==> src/rtl/qtrig_pkg.sv <==
package qtrig_pkg;
  localparam int ENTRY_W   = 9;   // parameter-set entry field width
  localparam int ENTRY_LSB = 5;
  localparam int TRIG_W    = 3;   // trigger-word index width
  localparam int TRIG_LSB  = 2;
  localparam int SET_W     = 8;   // reported set index width
  localparam int DATA_W    = 32;

  // Strobe bundle from the bus decoder to the datapath
  typedef struct packed {
    logic               hit;    // write inside the parameter window
    logic [ENTRY_W-1:0] entry;  // set entry addressed
    logic [TRIG_W-1:0]  word;   // word within set addressed
  } trig_strobe_t;
endpackage

==> src/rtl/qtrig_ctrl.sv <==
module qtrig_ctrl
  import qtrig_pkg::*;
#(
  parameter int NUM_CH   = 8,
  parameter int CFG_AW   = 3,
  parameter int ADDR_W   = 16,
  parameter int WIN_BASE = 'h4000,
  parameter int WIN_LSB  = 13
) (
  input  logic               clk,
  input  logic               rstN,
  input  logic               cfgWrEn,
  input  logic [CFG_AW-1:0]  cfgAddr,
  input  logic               parValid,
  input  logic               parWrite,
  input  logic [ADDR_W-1:0]  parAddr,
  output logic [NUM_CH-1:0]  mapWe,
  output trig_strobe_t       stb
);
  localparam logic [ADDR_W-1:0] BASE_ADDR = ADDR_W'(WIN_BASE);
  localparam int TAG_W = ADDR_W - WIN_LSB;

  logic inWindow;
  logic unusedLaneBits;

  assign inWindow = (parAddr[ADDR_W-1:WIN_LSB] == BASE_ADDR[ADDR_W-1:WIN_LSB]);
  assign unusedLaneBits = ^parAddr[TRIG_LSB-1:0];

  assign stb.hit   = parValid && parWrite && inWindow;
  assign stb.entry = parAddr[ENTRY_LSB+ENTRY_W-1:ENTRY_LSB];
  assign stb.word  = parAddr[TRIG_LSB+TRIG_W-1:TRIG_LSB];

  for (genvar g = 0; g < NUM_CH; g++) begin : gWe
    assign mapWe[g] = cfgWrEn && (cfgAddr == CFG_AW'(g));
  end

  AST_ONE_MAP_WE: assert property (@(posedge clk) disable iff (!rstN)
    $onehot0(mapWe));
  AST_READ_NO_HIT: assert property (@(posedge clk) disable iff (!rstN)
    (parValid && !parWrite) |-> !stb.hit);
  AST_IDLE_NO_HIT: assert property (@(posedge clk) disable iff (!rstN)
    !parValid |-> !stb.hit);

  if (TAG_W < 1) begin : gBadWin
    initial $display("qtrig_ctrl: window tag width must be positive");
  end
endmodule

==> src/rtl/qtrig_dpath.sv <==
module qtrig_dpath
  import qtrig_pkg::*;
#(
  parameter int NUM_CH = 8,
  parameter int CFG_AW = 3
) (
  input  logic               clk,
  input  logic               rstN,
  input  logic [NUM_CH-1:0]  mapWe,
  input  logic [DATA_W-1:0]  cfgWrData,
  input  logic [CFG_AW-1:0]  cfgAddr,
  input  trig_strobe_t       stb,
  output logic [DATA_W-1:0]  cfgRdData,
  output logic [NUM_CH-1:0]  evtPulse,
  output logic               evtValid,
  output logic [CFG_AW-1:0]  evtChan,
  output logic [SET_W-1:0]   evtSet
);
  localparam int PAD_W = DATA_W - ENTRY_LSB - ENTRY_W;

  logic [ENTRY_W-1:0] mapEntry [NUM_CH];
  logic [TRIG_W-1:0]  mapTrig  [NUM_CH];
  logic [NUM_CH-1:0]  hitVec;
  logic [CFG_AW-1:0]  firstIdx;
  logic               unusedResvBits;

  assign unusedResvBits = ^{cfgWrData[DATA_W-1:ENTRY_LSB+ENTRY_W], cfgWrData[TRIG_LSB-1:0]};

  for (genvar g = 0; g < NUM_CH; g++) begin : gChan
    always_ff @(posedge clk) begin
      if (!rstN) begin
        mapEntry[g] <= '0;
        mapTrig[g]  <= '0;
      end else if (mapWe[g]) begin
        mapEntry[g] <= cfgWrData[ENTRY_LSB+ENTRY_W-1:ENTRY_LSB];
        mapTrig[g]  <= cfgWrData[TRIG_LSB+TRIG_W-1:TRIG_LSB];
      end
    end
    // compare against the mapping held before this edge
    assign hitVec[g] = stb.hit && (mapEntry[g] == stb.entry) && (mapTrig[g] == stb.word);
  end

  always_comb begin
    firstIdx = '0;
    for (int i = NUM_CH - 1; i >= 0; i--) begin
      if (hitVec[i]) firstIdx = CFG_AW'(i);
    end
  end

  always_ff @(posedge clk) begin
    if (!rstN) begin
      evtPulse <= '0;
      evtValid <= 1'b0;
      evtChan  <= '0;
      evtSet   <= '0;
    end else begin
      evtPulse <= hitVec;
      evtValid <= |hitVec;
      evtChan  <= firstIdx;
      evtSet   <= stb.entry[SET_W-1:0];
    end
  end

  assign cfgRdData = {{PAD_W{1'b0}}, mapEntry[cfgAddr], mapTrig[cfgAddr], {TRIG_LSB{1'b0}}};

  AST_VALID_HAS_PULSE: assert property (@(posedge clk) disable iff (!rstN)
    evtValid |-> evtPulse[evtChan]);
  AST_CHAN_LOWEST: assert property (@(posedge clk) disable iff (!rstN)
    evtValid |-> ((evtPulse & ((NUM_CH'(1) << evtChan) - NUM_CH'(1))) == '0));
  AST_IDLE_NO_PULSE: assert property (@(posedge clk) disable iff (!rstN)
    !evtValid |-> (evtPulse == '0));
  AST_PULSE_NEEDS_WRITE: assert property (@(posedge clk) disable iff (!rstN)
    (evtPulse != '0) |-> $past(stb.hit));
  AST_RESV_ZERO: assert property (@(posedge clk) disable iff (!rstN)
    (cfgRdData[TRIG_LSB-1:0] == '0) && (cfgRdData[DATA_W-1:ENTRY_LSB+ENTRY_W] == '0));
endmodule

==> src/rtl/qtrig_event_unit.sv <==
module qtrig_event_unit
  import qtrig_pkg::*;
#(
  parameter int NUM_CH   = 8,
  parameter int ADDR_W   = 16,
  parameter int WIN_BASE = 'h4000,
  parameter int WIN_LSB  = 13,
  localparam int CFG_AW  = (NUM_CH > 1) ? $clog2(NUM_CH) : 1
) (
  input  logic               clk,
  input  logic               rstN,
  input  logic               cfgWrEn,
  input  logic [CFG_AW-1:0]  cfgAddr,
  input  logic [DATA_W-1:0]  cfgWrData,
  output logic [DATA_W-1:0]  cfgRdData,
  input  logic               parValid,
  input  logic               parWrite,
  input  logic [ADDR_W-1:0]  parAddr,
  output logic [NUM_CH-1:0]  evtPulse,
  output logic               evtValid,
  output logic [CFG_AW-1:0]  evtChan,
  output logic [SET_W-1:0]   evtSet
);
  logic [NUM_CH-1:0] mapWe;
  trig_strobe_t      stb;

  qtrig_ctrl #(
    .NUM_CH(NUM_CH), .CFG_AW(CFG_AW), .ADDR_W(ADDR_W),
    .WIN_BASE(WIN_BASE), .WIN_LSB(WIN_LSB)
  ) u_ctrl (
    .clk(clk), .rstN(rstN),
    .cfgWrEn(cfgWrEn), .cfgAddr(cfgAddr),
    .parValid(parValid), .parWrite(parWrite), .parAddr(parAddr),
    .mapWe(mapWe), .stb(stb)
  );

  qtrig_dpath #(.NUM_CH(NUM_CH), .CFG_AW(CFG_AW)) u_dpath (
    .clk(clk), .rstN(rstN),
    .mapWe(mapWe), .cfgWrData(cfgWrData), .cfgAddr(cfgAddr), .stb(stb),
    .cfgRdData(cfgRdData),
    .evtPulse(evtPulse), .evtValid(evtValid), .evtChan(evtChan), .evtSet(evtSet)
  );
endmodule

==> config.mk <==
export PLATFORM = sky130hd
export DESIGN_NAME = qtrig_event_unit
export DESIGN_NICKNAME = d
export VERILOG_FILES = /design/src/rtl/qtrig_pkg.sv /design/src/rtl/qtrig_ctrl.sv /design/src/rtl/qtrig_dpath.sv /design/src/rtl/qtrig_event_unit.sv
export SDC_FILE = /design/constraint.sdc
export NUM_CORES = 1
export LEC_CHECK = 0
export ABC_AREA = 0
export BUFFER_PORTS_ARGS = -buffer_cell sky130_fd_sc_hd__buf_2
export CAP_MARGIN = 20
export CORE_MARGIN = 10
export CORE_UTILIZATION = 35
export DETAILED_ROUTE_END_ITERATION = 8
export PLACE_DENSITY = 0.54
export SLEW_MARGIN = 10
export SYNTH_ARGS = -nofsm -noshare
export SYNTH_HDL_FRONTEND = slang
export SYNTH_SLANG_ARGS = --single-unit
==> constraint.sdc <==
create_clock -name clk -period 2.21 [get_ports clk]
set_input_delay 0.3315 -clock clk [delete_from_list [all_inputs] [get_ports clk]]
set_output_delay 0.3315 -clock clk [all_outputs]
set_load 0.02 [all_outputs]
==> reports/results.txt, run 1 <==
Final min period = 2.16 ns
Most frequent cells in the layout = 110 x and2_1, 96 x xnor2_1, 96 x edfxtp_1
# Post-CTS Setup Buffers = 0
CTS Buf Count = 17
Top Ports = 108
Outcome = completed
GRT Residual Overflow = 0
Worst hold path type = in -> reg
Initial antenna violation count = 0
Clk Latency, worst-skew pair = 0.42 ns
Worst path arrival time = 1.83 ns
Static leakage = 2.74 nW
Nets = 628
Cts hold-fix bufs = 0
Total track usage = 16.3%
Slew Limit Headroom = 33.4%
Row cnt = 48
Clock Pin Slew Worst Setup and Hold Paths = 0.06 ns
Drt wl/cell = 23.5 um
Core footprint = 17400 sq um
Post-DP HPWL = 14200 um
Layout cells sized above 1 = 29.4%
WL final = 19100 um
CP startpoint kind = register
CTS tree = yes
Synthesis-to-layout area growth = 21.2%
Synth area leaders = edfxtp_1 46%, xnor2_1 14%, and2_1 11%, mux4_2 8.7%, dfxtp_1 6.4%
Largest net degree at the start of global routing = 22
Worst setup EP type = primary output
Synth Register Bits = 116
Synth cell types = 34
Vias per inst = 5.04
Routability-driven placement congestion ratio = 0.843
Max Slew Vio Count = 0
Syn Inst Count = 483
H-tree Lvls = 4
First-pass GRT wire length = 28200 um
Syn avg cell area = 12.9 sq um
CTS Root Cell = clkbuf_16
Maxcap violations = 0
DRT iter0 DRCs = 348
Most used DFF post-synth = edfxtp_1
RSZ-0062 raised after global routing = no
Most common cell after layout, fill and taps aside = and2_1
Yosys top cell by area = edfxtp_1
Worst-margin pin slew = 0.995 ns
DRC = 0
Final Hold Fails = 0
Final hold slack = 0.247 ns
Max frequency = 463 MHz
Critical path type = reg -> out
Port buffer count = 65
Post-synth EDFFs = 96
Register area share after synthesis = 52.9%
Max clock buf depth = 2
Clock skew = 0.0106 ns
Drt pass-1 iters = 5
PD cells = 821 nW/um^2
Synthesized area = 6210 sq um
Die X = 153 um
Ys async rst share = 0%
Post-route ant nets = 0
Period utilization = 97.8%
Clock sink count = 116
Share of the synthesized area in the top cell type = 46.4%
Die footprint = 23500 sq um
CP Max Fanout = 2
DR vias = 4086
Antenna Diode Count = 0
Critical Path RT = 1.88 ns
Yosys Warn Count = 0
Vias in the first global route = 4265
PostCTS Resize Cnt = 0
Die Ht = 153 um
Peak supply drop = 0.000544 V
Finish-stage setup viols = 0
Fin util = 43.4%
Starting Density = 35.8%
## worst max-delay path, stage by stage (launching register included)
cell and delay, ns:
edfxtp_1 0.41, mux4_2 0.50, mux2_2 0.33, buf_2 0.17
## synth_stat cells (all sizes together), types with 3 or more instances
cell type	n
and2	110
edfxtp	96
xnor2	96
buf	37
mux4	24
nand4	24
dfxtp	20
clkbuf	12
mux2	12
nor2	10
nor4	6
o21ai	6
nand2	4
nand2b	4
nor3	3
## stage by stage
stage          power (mW)  cells  setup TNS [ns]  cell area [sq um]  setup slack, ns
6_report             6.18    810               0               7530           0.0488
3_5_place_dp         3.46    778               0               6940           0.0922
2_1_floorplan        3.15    502          -0.721               6280          -0.0268
3_3_place_gp         3.44    777           -2.77               6920           -0.238
5_1_grt              6.39    810               0               7530           0.0123
4_1_cts              6.22    810               0               7530           0.0397
## final timing paths
kind | from | endpoint | slack [ns] | depth (start not counted)
min reg2reg | u_dpath.mapTrig[2][1] | u_dpath.evtPulse[2] | 0.78 | 4
max | u_dpath.mapEntry[4][5] | cfgRdData[10] | 0.05 | 3
min | rstN | u_dpath.evtPulse[4] | 0.25 | 2
max reg2reg | u_dpath.mapTrig[7][0] | u_dpath.evtChan[0] | 0.17 | 8
## layout make-up
class	instances	area, sq um
multi-input cells	335	2720
clock buffers	17	425
flip-flops and latches	116	3280
inverters	2	7.51
clock inverters	15	164
repair buffers	100	642
well taps	225	282
fillers	1632	9830
## logic make-up (layout without fill, tap and decap cells)
logic type             after synthesis  in the layout  synth area share [%]
XOR/XNOR                            96             96                  13.5
AND/OR/NAND/NOR                    169            169                  16.6
AO/OA/AOI/OAI                       14             14                  1.43
multiplexers                        36             36                  10.9
buffers and inverters               51            134                  4.67
flip-flops                         116            116                  52.9
other                                1             20                0.0604
## sequential cells by signal, summed over array words and instances (netlist names)
register / flops
u_dpath.evtChan: 3
u_dpath.evtPulse: 8
u_dpath.evtSet: 8
u_dpath.evtValid: 1
u_dpath.mapEntry: 72
u_dpath.mapTrig: 24
## report_power, final
part	total, mW	internal (mW)	leakage, nW	switching (mW)
registers	2.59	2.50	1.09	0.0893
clock network	2.76	1.75	0.278	1.00
logic	0.827	0.348	1.37	0.479
total	6.18	4.60	2.74	1.57
## routing by layer
metal	global-route usage, %	vias up	part of all wire, %
met2	25.2	181	46
met3	5.95	21	8.4
met5	0	-	0
met4	5.86	0	2.1
met1	20.5	2037	43
li1	-	1847	-
Power figures use the tool's default switching activity.
==> inputs of run 2 (changes only) <==
--- a/config.mk
+++ b/config.mk
@@ -10,8 +10,10 @@
 export CAP_MARGIN = 20
 export CORE_MARGIN = 10
 export CORE_UTILIZATION = 35
+export CTS_BUF_LIST = sky130_fd_sc_hd__clkbuf_8
 export DETAILED_ROUTE_END_ITERATION = 8
 export PLACE_DENSITY = 0.54
+export REMOVE_ABC_BUFFERS = 1
 export SLEW_MARGIN = 10
 export SYNTH_ARGS = -nofsm -noshare
 export SYNTH_HDL_FRONTEND = slang
==> reports/results.txt, run 2 (synthesis gave the netlist of run 1 again) <==
Outcome = completed (unchanged)
Maxcap violations = 0 (unchanged)
Setup TNS = 0 ns (unchanged)
Worst hold path depth = 2 (unchanged)
Post-DP HPWL = 13400 um (was 14200 um)
Critical Path RT = 1.88 ns (about the same)
Biggest register = u_dpath.mapEntry (unchanged)
Clock sink count = 116 (unchanged)
Drt wl/cell = 21.9 um (was 23.5 um)
CP startpoint kind = register (unchanged)
Synthesis-to-layout area growth = 20.5% (was 21.2%)
DRT iter0 DRCs = 343 (was 348)
Nets = 639 (was 628)
Sw power = 1.41 mW (was 1.57 mW)
Finish-stage setup viols = 0 (unchanged)
Die footprint = 23500 sq um (unchanged)
Clock skew = 0.00774 ns (was 0.0106 ns)
Vias in the first global route = 4259 (was 4265)
Slew Limit Headroom = 36.5% (was 33.4%)
CTS Root Cell = clkbuf_8 (was clkbuf_16)
DRC = 0 (unchanged)
Placed Area = 6930 sq um (was 6940 sq um)
Top Ports = 108 (unchanged)
Antenna Diode Count = 0 (unchanged)
Reg-to-reg slack, setup = 0.13 ns (was 0.17 ns)
Final WS setup = 0.0641 ns (was 0.0488 ns)
Total track usage = 15.4% (was 16.3%)
Starting Density = 35.8% (unchanged)
Critical path's slowest cell = mux4_2 (unchanged)
H-tree Lvls = 4 (unchanged)
PD cells = 734 nW/um^2 (was 821 nW/um^2)
Critical path type = reg -> out (unchanged)
Die Ht = 153 um (unchanged)
DR vias = 4039 (was 4086)
Most common cell after layout, fill and taps aside = and2_1 (unchanged)
Hold Path End = u_dpath.mapEntry[4][1] (was u_dpath.evtPulse[4])
Row cnt = 48 (unchanged)
Setup WS pre-CTS = -0.0236 ns (was 0.0922 ns)
Worst hold path type = in -> reg (unchanged)
Largest registers = u_dpath.mapEntry (72), u_dpath.mapTrig (24) (unchanged)
Core footprint = 17400 sq um (unchanged)
GRT Residual Overflow = 0 (unchanged)
Final min period = 2.15 ns (was 2.16 ns)
Reg-to-Reg Start = u_dpath.mapEntry[6][1] (was u_dpath.mapTrig[7][0])
Worst path arrival time = 1.81 ns (was 1.83 ns)
CP Buf/Inv Count = 1 (unchanged)
WL final = 18000 um (was 19100 um)
Clk pwr share = 37.3% (was 44.7%)
Reg2reg path depth = 8 (unchanged)
Peak supply drop = 0.000401 V (was 0.000544 V)
CTS tree = yes (unchanged)
Clk Latency, worst-skew pair = 0.44 ns (was 0.42 ns)
Non-Filler Instances = 821 (was 810)
Internal Power = 4.08 mW (was 4.60 mW)
Vias per inst = 4.92 (was 5.04)
Combinational power share = 15.6% (was 13.4%)
Max FFs per register = 72 (unchanged)
CTS Buf Count = 17 (unchanged)
Initial antenna violation count = 0 (unchanged)
Worst setup EP type = primary output (unchanged)
Largest net degree at the start of global routing = 24 (was 22)
Slowest stage delay, CP = 0.50 ns (about the same)
Hold Path Origin = cfgWrData[6] (was rstN)
Max Slew Vio Count = 0 (unchanged)
Most frequent cells in the layout = 110 x and2_1, 96 x edfxtp_1, 95 x xnor2_1 (was 110 x and2_1, 96 x xnor2_1, 96 x edfxtp_1)
Crit path max-delay family = multiplexers (unchanged)
Layout cells sized above 1 = 30.7% (was 29.4%)
Placed cells = 776 (was 778)
Seq pwr share = 47.0% (was 41.9%)
Period utilization = 97.1% (was 97.8%)
CP Max Fanout = 2 (unchanged)
Static leakage = 2.78 nW (was 2.74 nW)
Post-layout instance area = 7490 sq um (was 7530 sq um)
Clock Pin Slew Worst Setup and Hold Paths = 0.06 ns (about the same)
Worst-margin pin slew = 0.949 ns (was 0.995 ns)
Final Hold Fails = 0 (unchanged)
Final hold slack = 0.266 ns (was 0.247 ns)
Routability-driven placement congestion ratio = 0.883 (was 0.843)
Post-route ant nets = 0 (unchanged)
Worst R2R End = u_dpath.evtChan[0] (unchanged)
First-pass GRT wire length = 27000 um (was 28200 um)
Net Sw Frac = 25.7% (was 25.5%)
Port buffer count = 65 (unchanged)
Cts hold-fix bufs = 0 (unchanged)
Drt pass-1 iters = 5 (unchanged)
Max frequency = 466 MHz (was 463 MHz)
RSZ-0062 raised after global routing = no (unchanged)
Max clock buf depth = 2 (unchanged)
Die X = 153 um (unchanged)
Crit-path cells = mux4_2 -> mux2_2 -> buf_2 (unchanged)
run 2: cell count changes in the layout (fill, tap and decap cells not counted), moves of 2 or more:
cell,before,now
mux2_4,0,5
clkbuf_8,0,17
clkinv_1,3,1
clkinvlp_4,4,1
clkinv_2,3,6
clkbuf_16,17,0
buf_4,30,43
inv_1,2,5
mux2_2,12,7
buf_2,65,60
buf_6,1,3
run 2: stage by stage:
stage | power [mW] | util [%]
3_3_place_gp | 3.43 | 39.9
2_1_floorplan | 3.05 | -
6_report | 5.50 | 43.1
4_1_cts | 5.50 | 42.4
3_5_place_dp | 3.44 | 39.9
5_1_grt | 5.73 | 43.1
run 2: repair_timing:
item                                    CTS  global route
gates resized for setup                   0            16
setup buffers                             4             9
endpoints found under the setup margin    1             7
run 2: final cells by class:
type | instances | area, sq um
Clock buffer | 17 | 234
Clock inverter | 15 | 173
Fill cell | 1611 | 9870
Inverter | 2 | 7.51
Multi-Input combinational cell | 335 | 2750
Sequential cell | 116 | 3280
Tap cell | 225 | 282
Timing Repair Buffer | 111 | 757
run 2: how the worst max path moves through the flow:
| stage | from | endpoint | slack, ns | cells after the start |
|---|---|---|---|---|
| after CTS | u_dpath.mapTrig[2][2] | cfgRdData[4] | 0.009 | 3 |
| after detailed placement | parAddr[13] | u_dpath.evtChan[0] | -0.02 | 9 |
| final | u_dpath.mapTrig[6][1] | cfgRdData[3] | 0.06 | 3 |
| after global placement | parAddr[13] | u_dpath.evtChan[0] | -0.02 | 9 |
| after floorplan | cfgAddr[2] | u_dpath.mapEntry[0][0] | 0.32 | 2 |
| after global routing | u_dpath.mapEntry[6][8] | cfgRdData[13] | 0.0003 | 3 |
run 2: power by group through the flow:
stage	Clock, mW	Sequential [mW]	Combinational, mW
CTS	2.10	2.58	0.816
global placement	0	2.63	0.801
finish	2.05	2.59	0.859
global route	2.21	2.60	0.915
detailed placement	0	2.63	0.803
floorplan	0	2.62	0.437
run 2: layer usage:
metal | vias up | GRT usage (%) | wire length [um]
met5 | - | 0 | 0
met4 | 0 | 4.18 | 229
met3 | 16 | 4.69 | 1300
met2 | 144 | 23.9 | 8300
met1 | 2012 | 20.3 | 8130
li1 | 1867 | - | -
==> inputs of run 3 (changes only) <==
==> constraint.sdc (replaced) <==
create_clock -name clk -period 1.8 [get_ports clk]
set_input_delay 0.27 -clock clk [delete_from_list [all_inputs] [get_ports clk]]
set_output_delay 0.27 -clock clk [all_outputs]
set_load 0.02 [all_outputs]
==> reports/results.txt, run 3 (synthesis gave the netlist of run 1 again) <==
Most frequent cells in the layout = 110 x and2_1, 107 x buf_4, 96 x edfxtp_1 (was 110 x and2_1, 96 x edfxtp_1, 95 x xnor2_1)
Layout fillers = 1560 (was 1611)
Crit-path cells = buf_4 -> mux4_2 -> mux2_4 -> buf_6 (was mux4_2 -> mux2_2 -> buf_2)
Drt wl/cell = 21.8 um (was 21.9 um)
Max Slew Vio Count = 0 (unchanged)
PD cells = 867 nW/um^2 (was 734 nW/um^2)
Row cnt = 48 (unchanged)
WL final = 19600 um (was 18000 um)
Worst-margin pin slew = 0.887 ns (was 0.949 ns)
Worst R2R End = u_dpath.evtChan[1] (was u_dpath.evtChan[0])
Vias per inst = 4.86 (was 4.92)
CP startpoint kind = register (unchanged)
Max FFs per register = 72 (unchanged)
Layout cells sized above 1 = 40.5% (was 30.7%)
Final hold slack = 0.191 ns (was 0.266 ns)
Hold Path End = u_dpath.mapTrig[3][1] (was u_dpath.mapEntry[4][1])
Slowest stage delay, CP = 0.48 ns (was 0.50 ns)
Final min period = 2.15 ns
Post-DP HPWL = 14500 um (was 13400 um)
Initial antenna violation count = 0 (unchanged)
Max frequency = 465 MHz
Failing checks = negative setup slack
Reg-to-Reg Start = u_dpath.mapEntry[3][0] (was u_dpath.mapEntry[6][1])
Routability-driven placement congestion ratio = 0.879 (was 0.883)
Total track usage = 16.8% (was 15.4%)
Biggest register = u_dpath.mapEntry (unchanged)
RSZ-0062 raised after global routing = yes (was no)
Post-route ant nets = 0 (unchanged)
Worst hold path type = in -> reg (unchanged)
Placed Area = 7330 sq um (was 6930 sq um)
Synthesis-to-layout area growth = 34.4% (was 20.5%)
Largest net degree at the start of global routing = 24 (unchanged)
CTS Buf Count = 17 (unchanged)
Clock skew = 0.0107 ns (was 0.00774 ns)
H-tree Lvls = 4 (unchanged)
Port buffer count = 65 (unchanged)
First-pass GRT wire length = 29100 um (was 27000 um)
Final WS setup = -0.351 ns (was 0.0641 ns)
Static leakage = 3.24 nW (was 2.78 nW)
Hold Path Origin = cfgWrData[3] (was cfgWrData[6])
Most common cell after layout, fill and taps aside = and2_1 (unchanged)
Outcome = finished with violations (was completed)
Die Ht = 153 um (unchanged)
Worst setup EP type = primary output (unchanged)
Critical Path RT = 1.53 ns (was 1.88 ns)
DR vias = 4354 (was 4039)
CTS Root Cell = clkbuf_8 (unchanged)
Core footprint = 17400 sq um (unchanged)
Setup TNS = -3.81 ns (was 0 ns)
Tot Pwr = 7.24 mW (was 5.50 mW)
Period utilization = 120%
Peak supply drop = 0.000773 V (was 0.000401 V)
GRT Residual Overflow = 0 (unchanged)
CP Max Fanout = 2 (unchanged)
Vias in the first global route = 4642 (was 4259)
Nets = 714 (was 639)
Max clock buf depth = 2 (unchanged)
Reg2reg path depth = 9 (was 8)
Starting Density = 35.8% (unchanged)
Worst path arrival time = 1.88 ns (was 1.81 ns)
Largest registers = u_dpath.mapEntry (72), u_dpath.mapTrig (24) (unchanged)
DRT iter0 DRCs = 335 (was 343)
Final Hold Fails = 0 (unchanged)
Placed cells = 817 (was 776)
Finish-stage setup viols = 16 (was 0)
Fin util = 48.1% (was 43.1%)
Critical path type = reg -> out (unchanged)
Drt pass-1 iters = 4 (was 5)
Worst hold path depth = 2 (unchanged)
Die X = 153 um (unchanged)
Die footprint = 23500 sq um (unchanged)
Slew Limit Headroom = 40.6% (was 36.5%)
Top Ports = 108 (unchanged)
Clock Pin Slew Worst Setup and Hold Paths = 0.07 ns (was 0.06 ns)
Clk Latency, worst-skew pair = 0.45 ns (was 0.44 ns)
Post-layout instance area = 8350 sq um (was 7490 sq um)
Reg-to-reg slack, setup = -0.17 ns (was 0.13 ns)
Antenna Diode Count = 0 (unchanged)
Setup WS pre-CTS = -0.220 ns (was -0.0236 ns)
Non-Filler Instances = 896 (was 821)
Clock sink count = 116 (unchanged)
Critical path's slowest cell = mux4_2 (unchanged)
DRC = 0 (unchanged)
Maxcap violations = 0 (unchanged)
CTS tree = yes (unchanged)
## run 3: cell types whose count changed in the layout (fill, tap and decap cells not counted), moves of 3 or more
| cell | before | now |
|---|---|---|
| buf_12 | 5 | 13 |
| buf_2 | 60 | 53 |
| buf_4 | 43 | 107 |
| buf_6 | 3 | 13 |
| clkinv_2 | 6 | 2 |
| inv_1 | 5 | 2 |
| mux2_2 | 7 | 1 |
| mux2_4 | 5 | 11 |
| xnor2_1 | 95 | 90 |
| xnor2_2 | 1 | 6 |
## run 3: worst max-delay path by stage
stage,start,end,slack [ns]
global placement,parAddr[13],u_dpath.evtChan[0],-0.21
detailed placement,cfgAddr[0],u_dpath.mapEntry[1][0],-0.22
CTS,u_dpath.mapEntry[4][4],cfgRdData[9],-0.35
finish,u_dpath.mapEntry[4][4],cfgRdData[9],-0.35
floorplan,cfgAddr[2],u_dpath.mapEntry[0][0],-0.03
global route,u_dpath.mapEntry[4][4],cfgRdData[9],-0.40
## run 3: repair_timing
action	in CTS	in global routing
gates resized for setup	44	9
gates cloned	0	0
pin swaps	3	6
hold buffers	0	0
setup buffers	32	15
endpoints found under the setup margin	16	16
## run 3: per-layer routing
| metal | vias up | routed length, um | GRT usage [%] |
|---|---|---|---|
| met5 | - | 0 | 0 |
| met4 | 0 | 319 | 5.63 |
| li1 | 2018 | - | - |
| met1 | 2144 | 8080 | 20.1 |
| met3 | 18 | 1560 | 5.27 |
| met2 | 174 | 9600 | 27.8 |
## run 3: power breakdown
part,internal (mW),switching [mW]
registers,3.06,0.0949
logic,0.664,0.653
clock network,1.63,1.13
total,5.36,1.88
## run 3: layout make-up
class                           instances  area (sq um)  area share (%)
Clock buffer                           17           234            2.80
Clock inverter                         15           211            2.53
Inverter                                2          7.51          0.0900
Timing Repair Buffer                  186          1480            17.7
Multi-Input combinational cell        335          2850            34.2
Tap cell                              225           282            3.37
Sequential cell                       116          3280            39.3
## run 3: worst max-delay path: cells and delay by family, from the launching register on
| family | cells | cell delay, ns |
|---|---|---|
| flops | 1 | 0.39 |
| buf+inv | 2 | 0.28 |
| mux | 2 | 0.77 |
